File: config.mk
export PLATFORM = sky130hd
export DESIGN_NAME = serial_rx_fifo
export DESIGN_NICKNAME = d
export VERILOG_FILES = /design/src/rtl/serial_rx_fifo.sv
export SDC_FILE = /design/constraint.sdc
export NUM_CORES = 1
export LEC_CHECK = 0
export ABC_AREA = 1
export BUFFER_PORTS_ARGS = -buffer_cell sky130_fd_sc_hd__clkbuf_2
export CAP_MARGIN = 20
export CORE_ASPECT_RATIO = 1.75
export CORE_MARGIN = 2
export CORE_UTILIZATION = 47
export DETAILED_ROUTE_END_ITERATION = 10
export GPL_TIMING_DRIVEN = 0
export SLEW_MARGIN = 5
export SYNTH_ARGS = -nofsm -noshare
export SYNTH_HDL_FRONTEND = slang
export SYNTH_SLANG_ARGS = --single-unit
File: constraint.sdc
create_clock -name clk -period 3.61 [get_ports clk]
set_input_delay 0.1805 -clock clk [delete_from_list [all_inputs] [get_ports clk]]
set_output_delay 0.1805 -clock clk [all_outputs]
set_load 0.02 [all_outputs]
File: src/rtl/serial_rx_fifo.sv
module serial_rx_fifo #(
  parameter int DEPTH        = 16,
  parameter int DW           = 8,
  parameter int TIMEOUT_BITS = 15
) (
  input  logic                     clk,
  input  logic                     rst_n,
  input  logic                     rx_valid,
  input  logic [DW-1:0]            rx_data,
  input  logic                     rx_en,
  input  logic                     rx_irq_en,
  input  logic                     ctl_wr,
  input  logic [7:0]               ctl_wdata,
  input  logic                     rd_strobe,
  output logic [DW-1:0]            rd_data,
  output logic [$clog2(DEPTH):0]   rx_count,
  input  logic                     bit_tick,
  output logic                     data_full,
  output logic                     rx_irq
);
  localparam int AW = $clog2(DEPTH);
  localparam int CW = AW + 1;
  localparam int TW = $clog2(TIMEOUT_BITS + 1);

  logic [DW-1:0] mem [DEPTH];
  logic [AW-1:0] head, tail;
  logic [CW-1:0] count, cnt_nxt, thr;
  logic [1:0]    trig_code;
  logic          t_on;
  logic [TW-1:0] t_cnt;
  logic          flush, do_push, do_pop, expire;

  assign flush   = ctl_wr & ctl_wdata[1];
  assign do_push = rx_valid & rx_en & (count != CW'(DEPTH)) & ~flush;
  assign do_pop  = rd_strobe & (count != '0) & ~flush;
  assign expire  = t_on & bit_tick & (t_cnt == TW'(1));
  assign cnt_nxt = count + CW'(do_push) - CW'(do_pop);

  always_comb begin
    case (trig_code)
      2'd0:    thr = CW'(1);
      2'd1:    thr = CW'(4);
      2'd2:    thr = CW'(8);
      default: thr = CW'(14);
    endcase
  end

  assign rd_data  = (count == '0) ? '1 : mem[tail];
  assign rx_count = count;
  assign rx_irq   = data_full & rx_irq_en;

  always_ff @(posedge clk) begin
    if (do_push) mem[head] <= rx_data;
  end

  always_ff @(posedge clk or negedge rst_n) begin
    if (!rst_n) begin
      head      <= '0;
      tail      <= '0;
      count     <= '0;
      trig_code <= '0;
      data_full <= 1'b0;
      t_on      <= 1'b0;
      t_cnt     <= '0;
    end else begin
      if (ctl_wr) trig_code <= ctl_wdata[7:6];
      if (flush) begin
        head      <= '0;
        tail      <= '0;
        count     <= '0;
        data_full <= 1'b0;
        t_on      <= 1'b0;
      end else begin
        if (do_push) head <= head + AW'(1);
        if (do_pop)  tail <= tail + AW'(1);
        count <= cnt_nxt;
        if (expire || (do_push && cnt_nxt >= thr))
          data_full <= 1'b1;
        else if (do_pop && cnt_nxt < thr)
          data_full <= 1'b0;
        if (do_push) begin
          t_on  <= (cnt_nxt < thr);
          t_cnt <= TW'(TIMEOUT_BITS);
        end else if (expire) begin
          t_on <= 1'b0;
        end else if (t_on && bit_tick) begin
          t_cnt <= t_cnt - TW'(1);
        end
      end
    end
  end

  p_count_bound_r13: assert property (@(posedge clk) disable iff (!rst_n)
    count <= CW'(DEPTH));

  p_full_ignore_r3: assert property (@(posedge clk) disable iff (!rst_n)
    (count == CW'(DEPTH) && !rd_strobe && !flush) |=> (count == CW'(DEPTH) && $stable(tail)));

  p_flush_r6: assert property (@(posedge clk) disable iff (!rst_n)
    flush |=> (count == '0 && !data_full));

  p_rx_gate_r4: assert property (@(posedge clk) disable iff (!rst_n)
    (!rx_en && !rd_strobe && !flush) |=> $stable(count));

  p_trig_set_r7: assert property (@(posedge clk) disable iff (!rst_n)
    (do_push && cnt_nxt >= thr) |=> data_full);

  p_empty_read_r11: assert property (@(posedge clk) disable iff (!rst_n)
    (rd_strobe && count == '0 && !rx_valid && !ctl_wr) |=> (count == '0 && $stable(tail) && $stable(head)));
endmodule

Word level (Yosys, flattened, before mapping)
Memories as Yosys holds them, arrays and structs flattened.
Index checks and enable logic that the tools add are counted.
{"block": "totals", "ramBits": 128, "inputBits": 24, "ff_bits": 21, "wordCells": 61, "out_inout_bits": 15, "mem_count": 1}
{"block": "op_classes", "n_lt_le_gt_ge": 2, "bitwise": 10, "n_reduce_logical": 13, "muxes": 18, "eq_ne": 5, "n_addsub": 5}
{"memory": "mem", "depth": 16, "word_bits": 8, "rd": 1, "rd_clocked_by_memory_dff": 0, "wr": 1, "line": "25", "rtl": "logic [DW-1:0] mem [DEPTH];"}
{"cell": "4-bit two-way mux", "count": 7}
{"cell": "4-bit one-hot mux with 3 select lines", "count": 1}
{"cell": "1-bit bitwise AND", "count": 9}
{"cell": "4-bit by 1-bit adder with 4-bit output (second input constant)", "count": 2}
{"cell": "1-bit two-way mux", "count": 8}
{"cell": "8-bit two-way mux", "count": 1}
{"cell": "2-bit nonzero test", "count": 3}
{"cell": "3-bit nonzero test", "count": 2}
{"cell": "5-bit by 1-bit adder with 5-bit output", "count": 1}
{"cell": "5-bit >= comparator", "count": 1}
{"cell": "5-bit zero test", "count": 1}
{"cell": "5-bit < comparator", "count": 1}
{"cell": "5-bit two-way mux", "count": 1}
{"cell": "5-bit != test (second input constant)", "count": 1}
{"cell": "5-bit nonzero test", "count": 1}
{"cell": "5-bit by 1-bit subtractor with 5-bit output", "count": 1}
{"cell": "4-bit by 1-bit equality test with 1-bit output (second input constant)", "count": 1}
{"cell": "4-bit by 1-bit subtractor with 4-bit output (second input constant)", "count": 1}
{"cell": "1-bit logical AND", "count": 3}
{"cell": "3-bit AND reduction", "count": 1}
{"cell": "2-bit by 1-bit equality test with 1-bit output (second input constant)", "count": 1}
{"cell": "2-bit equality test (second input constant)", "count": 1}
{"cell": "2-bit zero test", "count": 1}
{"cell": "2-bit != test (second input constant)", "count": 1}
{"cell": "2 further kinds", "count": 2}

Longest topological paths before layout
Gate-level depths: netlist of the first run.
{"block": "depth", "word_depth": 10, "ltp_mapped": 27, "mapped_depth_nobuf": 26}

Least setup slack after synthesis of the first run
OpenSTA, ideal clock, no wires.
{"block": "synth_path", "path_type": "register to register", "from": "reg count[2] (netlist: rx_count[2])", "to": "reg data_full", "t_required_ns": 3.489, "setup_slack_ns": 0.319, "setup_ns": 0.121, "arrival_time_ns": 3.171, "synth_period_minus_slack_ns": 3.291, "path_buffers": 1, "path_stages_with_launch": 28, "path_cell_list": "dfrtp_1 > inv_1 > ha_1 > nand3_1 > nand3_2 > inv_2 > nand2_2 > buf_4 > ha_1 > inv_1 > ha_1 > inv_1 > fa_1 > inv_1 > nand2_1 > inv_1 > nor2_1 > ha_1 > nand2_1 > nand2_1 > nand2_1 > nand2_1 > nor2_1 > nand3_1 > nand2_1 > nand2_1 > nand2_1 > nand2_1"}
{"block": "synth_via", "elab_chain_cells": 10, "word_cells_on_any_way": 16, "cone_classes": "add/sub: 2; order compare: 2; eq/ne: 1; mux: 2; bitwise: 4; reduce/logical: 5"}
{"item": "start: declaration", "line": "27", "rtl": "logic [CW-1:0] count, cnt_nxt, thr;"}
{"item": "start signal: assignment", "line": "76", "rtl": "count <= cnt_nxt;"}
{"item": "5-bit != test", "line": "34", "rtl": "assign do_push = rx_valid & rx_en & (count != CW'(DEPTH)) & ~flush;"}
{"item": "1-bit bitwise AND (2 in series)", "line": "34"}
{"item": "5-bit by 1-bit adder with 5-bit output", "line": "37", "rtl": "assign cnt_nxt = count + CW'(do_push) - CW'(do_pop);"}
{"item": "5-bit by 1-bit subtractor with 5-bit output", "line": "37"}
{"item": "5-bit >= comparator", "line": "77", "rtl": "if (expire || (do_push && cnt_nxt >= thr))"}
{"item": "1-bit logical AND", "line": "77"}
{"item": "1-bit logical OR", "line": "77"}
{"item": "1-bit two-way mux", "line": "77"}
{"item": "1-bit two-way mux", "line": "67", "rtl": "if (flush) begin"}
{"item": "end signal: assignment", "line": "71", "rtl": "data_full <= 1'b0;"}
{"item": "end signal: assignment", "line": "78", "rtl": "data_full <= 1'b1;"}
{"item": "end signal: assignment", "line": "80", "rtl": "data_full <= 1'b0;"}
{"item": "end: declaration", "line": "18", "rtl": "output logic data_full,"}
Several ways; a longest one is shown, not always the timed one.
A chain may end at the register's enable or synchronous reset.

Final worst setup path of the first run
{"block": "layout_path", "from": "reg count[1] (netlist: rx_count[1])", "to": "reg data_full"}
Same word-level chain as after synthesis.

==> results_dict.tcl, run 1 <==
set metrics [dict create \
    status "completed" \
    worstPathMaxFanout 5 \
    power_density_nw_per_um2 752.6 \
    timing.rr.start "rx_count[1]" \
    slowest_stage "dfrtp_1" \
    busiest_layer "met2" \
    grt_pass1_wl_mm 24.12 \
    drtPass1Iterations 7 \
    crit_family "simple AND/OR/NAND/NOR gates" \
    endpoint "data_full" \
    row_count 57 \
    start_util 0.4763 \
    die-area_um2 14870 \
    grtUsageMet1 0.2487 \
    setup_ws_ns 0.2472 \
    num_antenna_cells 0 \
    critPathRequiredTime_ns 3.91 \
    globalRouteMet3Util 0.03302 \
    yosysWarnings 0 \
    area_delta_synth_final_pct 17.44 \
    timing_hold_violations_final 0 \
    maxCapViolations 0 \
    fmax_mhz 297.4 \
    drt_drc_violations_left 0 \
    tightest_slew_ns 1.081 \
    cpPeakStageDelay_ns 0.46 \
    vias 4502 \
    r2r_end "data_full" \
    leakagePower_nw 2.920 \
    crit_top_cell "nand2_1" \
    pin_count 39 \
    clk_pin_slew_ns 0.06 \
    routabilityCongestion 0.8345 \
    syn_area_per_cell_um2 11.46 \
    yosys.area.top_type_share 0.5893 \
    grt_max_degree 22 \
    hp-class "in2reg" \
    pre_cts_ws_ns -0.06707 \
    io_buffer_count 33 \
    ys_seq_area_frac 0.6699 \
    slew_headroom 0.2741 \
    place_hpwl_mm 11.15 \
    period_share 0.9315 \
    hold_slack_ns 0.02366 \
    cts_root_buf "clkbuf_16" \
    critical_path_class "reg2reg" \
    chipWidth_um 93.05 \
    grt_pass1_vias 4603 \
    synth_top_area_cell "edfxtp_1" \
    antenna_found_initial 0 \
    die_h_um 159.8 \
    drive_above_1_share 0.1948 \
    skew_ns 0.01089 \
    syn_nets 611 \
    cts_tree "yes" \
    utilization 0.5594 \
    synth_seq_cells 149 \
    synth_cell_types 28 \
    path_buf_inv 6 \
    postRouteAntennaNets 0 \
    num-fill-cells 1219 \
    track_usage 0.2191 \
    cts_max_level 4 \
    cp-start-kind "register" \
    endpoint_kind "register" \
    vias_per_cell 5.398 \
    core_area_um2 13690 \
    setup_viol 0 \
    met2_usage 0.4091 \
    netlist_area_um2 6523 \
    slew_viol_final 0 \
    syn-instance-count 569 \
    wl_per_cell_um 18.71 \
    cp.depth 26 \
    nets 686 \
    ff2ff_path_depth 26 \
    arrival_ns 3.66 \
    clock_path_buffers 2 \
    cts.sinks 149 \
    globalRouteOverflowTotal 0 \
    vdd_ir_drop_max_mv 0.4859 \
    yosys-top-cells-area "edfxtp_1 (59%), dfrtp_1 (8.1%), nor2_1 (6.9%)" \
    startpoint "rx_count[1]" \
    wl_mm 15.60 \
    r2r_slack_ns 0.25 \
    cts_buffers 17 \
    period_minus_slack_ns 3.363 \
    clkLatencyLatePin_ns 0.41 \
    drtIter0Drc 292 \
    fin_setup_tns_ns 0 \
]
==> power by group <==
group	leakage (nW)	internal (mW)	switching [mW]	total, mW
Combinational	1.25	0.717	1.37	2.08
Sequential	1.41	1.98	0.0767	2.06
Clock	0.263	0.896	0.731	1.63
==> per-layer routing <==
| metal | routed length, um | vias up |
|---|---|---|
| met5 | 0 | - |
| met4 | 371 | 0 |
| met3 | 633 | 24 |
| met2 | 8677 | 136 |
| met1 | 5919 | 2183 |
| li1 | - | 2159 |
==> worst min-delay path by stage <==
stage	from	endpoint	slack (ns)	cells after the start
floorplan	rst_n	data_full	-0.12	0
global placement	rst_n	t_cnt[1]	0.20	1
detailed placement	rst_n	t_cnt[0]	0.20	1
CTS	ctl_wr	trig_code[0]	0.01	2
global route	ctl_wr	trig_code[0]	0.04	2
finish	ctl_wr	trig_code[0]	0.02	2
==> worst register-to-register path, stage by stage (launching register included) <==
cell and delay (ns):
dfrtp_1 0.46, nor2_2 0.23, nand3_2 0.09, nand3_2 0.13, inv_2 0.07, nand2_4 0.07, buf_8 0.12, ha_1 0.22
inv_1 0.06, ha_2 0.17, inv_1 0.05, fa_1 0.37, inv_2 0.07, nand2_1 0.06, inv_1 0.07, nor2_1 0.06
ha_1 0.29, nand2_1 0.08, nand2_1 0.05, nand2_1 0.05, nand2_1 0.05, nor2_2 0.09, nand3_1 0.11, nand2_1 0.09
nand2_1 0.04, nand2_1 0.05, nand2_1 0.05
==> logic make-up after synthesis <==
family,count (synthesis),share of synthesized area
and+or+nand+nor,223,0.1431
DFF,149,0.6699
AOI/OAI and AO/OA,114,0.1005
buffers and inverters,64,0.04949
adders and majority gates,18,0.03568
xor gates and xnor gates,1,0.001343
==> metrics by stage <==
stage | power (mW) | area [um2] | cells
CTS | 5.714 | 7538 | 822
global placement | 4.020 | 6909 | 779
detailed placement | 4.078 | 6942 | 785
global route | 6.097 | 7660 | 834
floorplan | 3.435 | 6523 | 569
finish | 5.765 | 7660 | 834
==> layout by cell type, fill, tap and decap left out, types with 3 or more instances in the layout <==
| cell type | count |
|---|---|
| edfxtp_1 | 128 |
| nor2_1 | 119 |
| o21ai_0 | 52 |
| nand2_1 | 45 |
| nand3_1 | 34 |
| clkbuf_2 | 34 |
| o211ai_1 | 33 |
| inv_1 | 29 |
| o21ai_1 | 22 |
| dfrtp_1 | 21 |
| buf_4 | 19 |
| buf_2 | 17 |
| clkbuf_16 | 17 |
| ha_1 | 15 |
| nor3_1 | 12 |
| inv_2 | 8 |
| a21oi_1 | 6 |
| buf_6 | 6 |
| nor2_2 | 3 |
| inv_6 | 3 |
| inv_8 | 3 |
| clkinv_4 | 3 |
| clkinvlp_4 | 3 |
| dlygate4sd3_1 | 3 |
==> flip-flops by register name, indices dropped and copies added (netlist names) <==
signal / cells
data_full: 1
head: 4
mem: 128
rx_count: 5
t_cnt: 4
t_on: 1
tail: 4
trig_code: 2
==> cell usage after synthesis <==
library cell and count:
inv_2 5, or2_1 1, xor2_1 1, dfrtp_1 21, nand3b_1 1, clkinv_1 1, nand3_1 35, nand3_2 2
nor3_1 12, a21oi_1 6, clkbuf_2 1, ha_1 17, clkbuf_1 2, o21ai_0 53, buf_6 6, nor2_2 2
fa_1 1, buf_2 11, nand2_1 45, buf_4 6, inv_1 32, o21ai_1 21, nand2_2 4, edfxtp_1 128
o21a_1 1, o211ai_1 33, nor3b_1 1, nor2_1 120
==> area by class of cell <==
type	instances	area [um2]	share of cell area
inverter	38	142.6	0.01862
clock buffer	17	425.4	0.05554
buffer	26	187.7	0.02450
sequential	149	4369	0.5704
timing repair buffer	56	330.3	0.04312
tap	177	221.5	0.02891
clock inverter	15	122.6	0.01601
multi-input combinational	356	1861	0.2429
==> repair_timing <==
action / CTS / global route
gates resized for setup: 2 / 11
endpoints found under the setup margin: 1 / 2
endpoints found under the hold margin: 23 / 0
hold buffers: 3 / 0
pin swaps: 0 / 3
cloned: 0 / 0
setup buffers: 2 / 11
Note: power is estimated with default switching activity, not from simulation.
==> run 2, diff against run 1 <==
--- a/config.mk
+++ b/config.mk
@@ -10,9 +10,11 @@
 export CAP_MARGIN = 20
 export CORE_ASPECT_RATIO = 1.75
 export CORE_MARGIN = 2
-export CORE_UTILIZATION = 47
+export CORE_UTILIZATION = 55
+export CTS_CLUSTER_SIZE = 14
 export DETAILED_ROUTE_END_ITERATION = 10
 export GPL_TIMING_DRIVEN = 0
+export PLACE_DENSITY_LB_ADDON = 0.08
 export SLEW_MARGIN = 5
 export SYNTH_ARGS = -nofsm -noshare
 export SYNTH_HDL_FRONTEND = slang
==> results_dict.tcl, run 2 (same netlist as run 1, synthesis figures left out) <==
set metrics [dict create \
    wl_per_cell_um 19.54 \
    hp-start "ctl_wr" \
    slowest_stage "dfrtp_1" \
    cts_tree "yes" \
    die_h_um 148.1 \
    mostFrequentLayoutCells "edfxtp_1 (128), nor2_1 (119), o21ai_0 (52)" \
    core_area_um2 11580 \
    slew_viol_final 0 \
    clockPowerShare 0.311 \
    largest_reg_flops 128 \
    rsz0062_at_grt "no" \
    setup_viol 0 \
    dpl_cell_area_um2 6892 \
    fin_setup_tns_ns 0 \
    fmax_mhz 299.7 \
    cts_buffers 17 \
    chipWidth_um 86.32 \
    clk_pin_slew_ns 0.06 \
    skew_ns 0.007004 \
    track_usage 0.2519 \
    area_delta_synth_final_pct 17.51 \
    cts_root_buf "clkbuf_16" \
    die-area_um2 12780 \
    worstPathMaxFanout 6 \
    place_hpwl_mm 10.79 \
    clkLatencyLatePin_ns 0.41 \
    fin_area_um2 7665 \
    regMostFlops "mem" \
    slew_headroom 0.2871 \
    internal_power_mw 3.833 \
    final_common_cell "edfxtp_1" \
    drtPass1Iterations 7 \
    drive_above_1_share 0.1908 \
    period_share 0.9243 \
    num_antenna_cells 0 \
    timing.rr.start "rx_count[2]" \
    antenna_found_initial 0 \
    nets 679 \
    io_buffer_count 33 \
    cts.sinks 149 \
    grt_max_degree 22 \
    cts_max_level 4 \
    p_seq_frac 0.345 \
    postRouteAntennaNets 0 \
    period_minus_slack_ns 3.337 \
    vdd_ir_drop_max_mv 0.5300 \
    startpoint "rx_count[2]" \
    tightest_slew_ns 1.061 \
    critical_path_class "reg2reg" \
    leakagePower_nw 2.922 \
    endpoint_kind "register" \
    row_count 52 \
    timing_hold_violations_final 0 \
    maxCapViolations 0 \
    status "completed" \
    arrival_ns 3.64 \
    grt_pass1_wl_mm 23.85 \
    routabilityCongestion 0.7938 \
    num-fill-cells 883 \
    vias_per_cell 5.739 \
    clock_path_buffers 2 \
    drtIter0Drc 341 \
    grt_pass1_vias 4610 \
    swShare 0.3595 \
    utilization 0.6618 \
    critPathRequiredTime_ns 3.91 \
    cp-start-kind "register" \
    wl_mm 15.34 \
    vias 4505 \
    crit_top_cell "nand2_1" \
    switchingPower_mw 2.151 \
    hold_slack_ns 0.02707 \
    pin_count 39 \
    cpPeakStageDelay_ns 0.38 \
    drt_drc_violations_left 0 \
    hp-class "in2reg" \
    start_util 0.5632 \
    p_comb_frac 0.344 \
    globalRouteOverflowTotal 0 \
    power_density_nw_per_um2 780.8 \
]
run 2: final cells by class:
type / count / area [um2] / share of cell area
Clock buffer: 20 / 466.7 / 0.06089
Timing Repair Buffer: 49 / 280.3 / 0.03657
Sequential cell: 149 / 4369 / 0.5700
Tap cell: 135 / 168.9 / 0.02204
Clock inverter: 12 / 166.4 / 0.02171
Multi-Input combinational cell: 356 / 1881 / 0.2453
Buffer: 26 / 187.7 / 0.02449
Inverter: 38 / 145.1 / 0.01894
run 2: path summary, 6_finish.rpt:
kind / depth (start not counted) / slack [ns] / endpoint
max in group asynchronous: 2 / 2.96 / rx_count[0]
min in group asynchronous: 2 / 0.27 / t_cnt[3]
worst max-delay path: 26 / 0.27 / data_full
worst min-delay path: 2 / 0.03 / trig_code[1]
worst max register to register: 26 / 0.27 / data_full
worst min register to register: 2 / 0.50 / t_cnt[3]
run 2: power groups by stage:
stage	Clock, mW	Sequential [mW]	Combinational, mW
after CTS	1.88	2.06	1.99
after floorplan	0	2.12	1.32
after global routing	1.95	2.08	2.29
final	1.86	2.06	2.06
after global placement	0	2.09	1.91
after detailed placement	0	2.09	1.97
run 2: metal layers:
| layer | wire [um] | GRT usage | vias up |
|---|---|---|---|
| met1 | 5739 | 0.2843 | 2187 |
| met5 | 0 | 0 | - |
| li1 | - | - | 2141 |
| met4 | 498 | 0.1125 | 0 |
| met3 | 706 | 0.04550 | 25 |
| met2 | 8398 | 0.4546 | 152 |
run 2: worst max-delay path: cells and delay by family (launching register included):
kind,cells,cell delay (ns)
adder cells (fa/ha/maj),5,1.24
AND/OR/NAND/NOR,15,1.13
buffers and inverters,6,0.47
flip-flops,1,0.38
run 2: through the flow:
stage	power, mW	setup slack, ns	std cells
floorplan	3.435	0.3187	569
global placement	3.999	-0.009460	737
detailed placement	4.060	-0.05521	743
CTS	5.928	0.01059	779
global route	6.317	0.008232	785
finish	5.985	0.2733	785
run 2: timing repair:
item	in CTS	in global routing
setup buffers	1	5
setup endpoints to repair	1	2
hold buffers	3	0
hold endpoints to repair	23	0
resized for setup	2	16
pin swaps	0	5
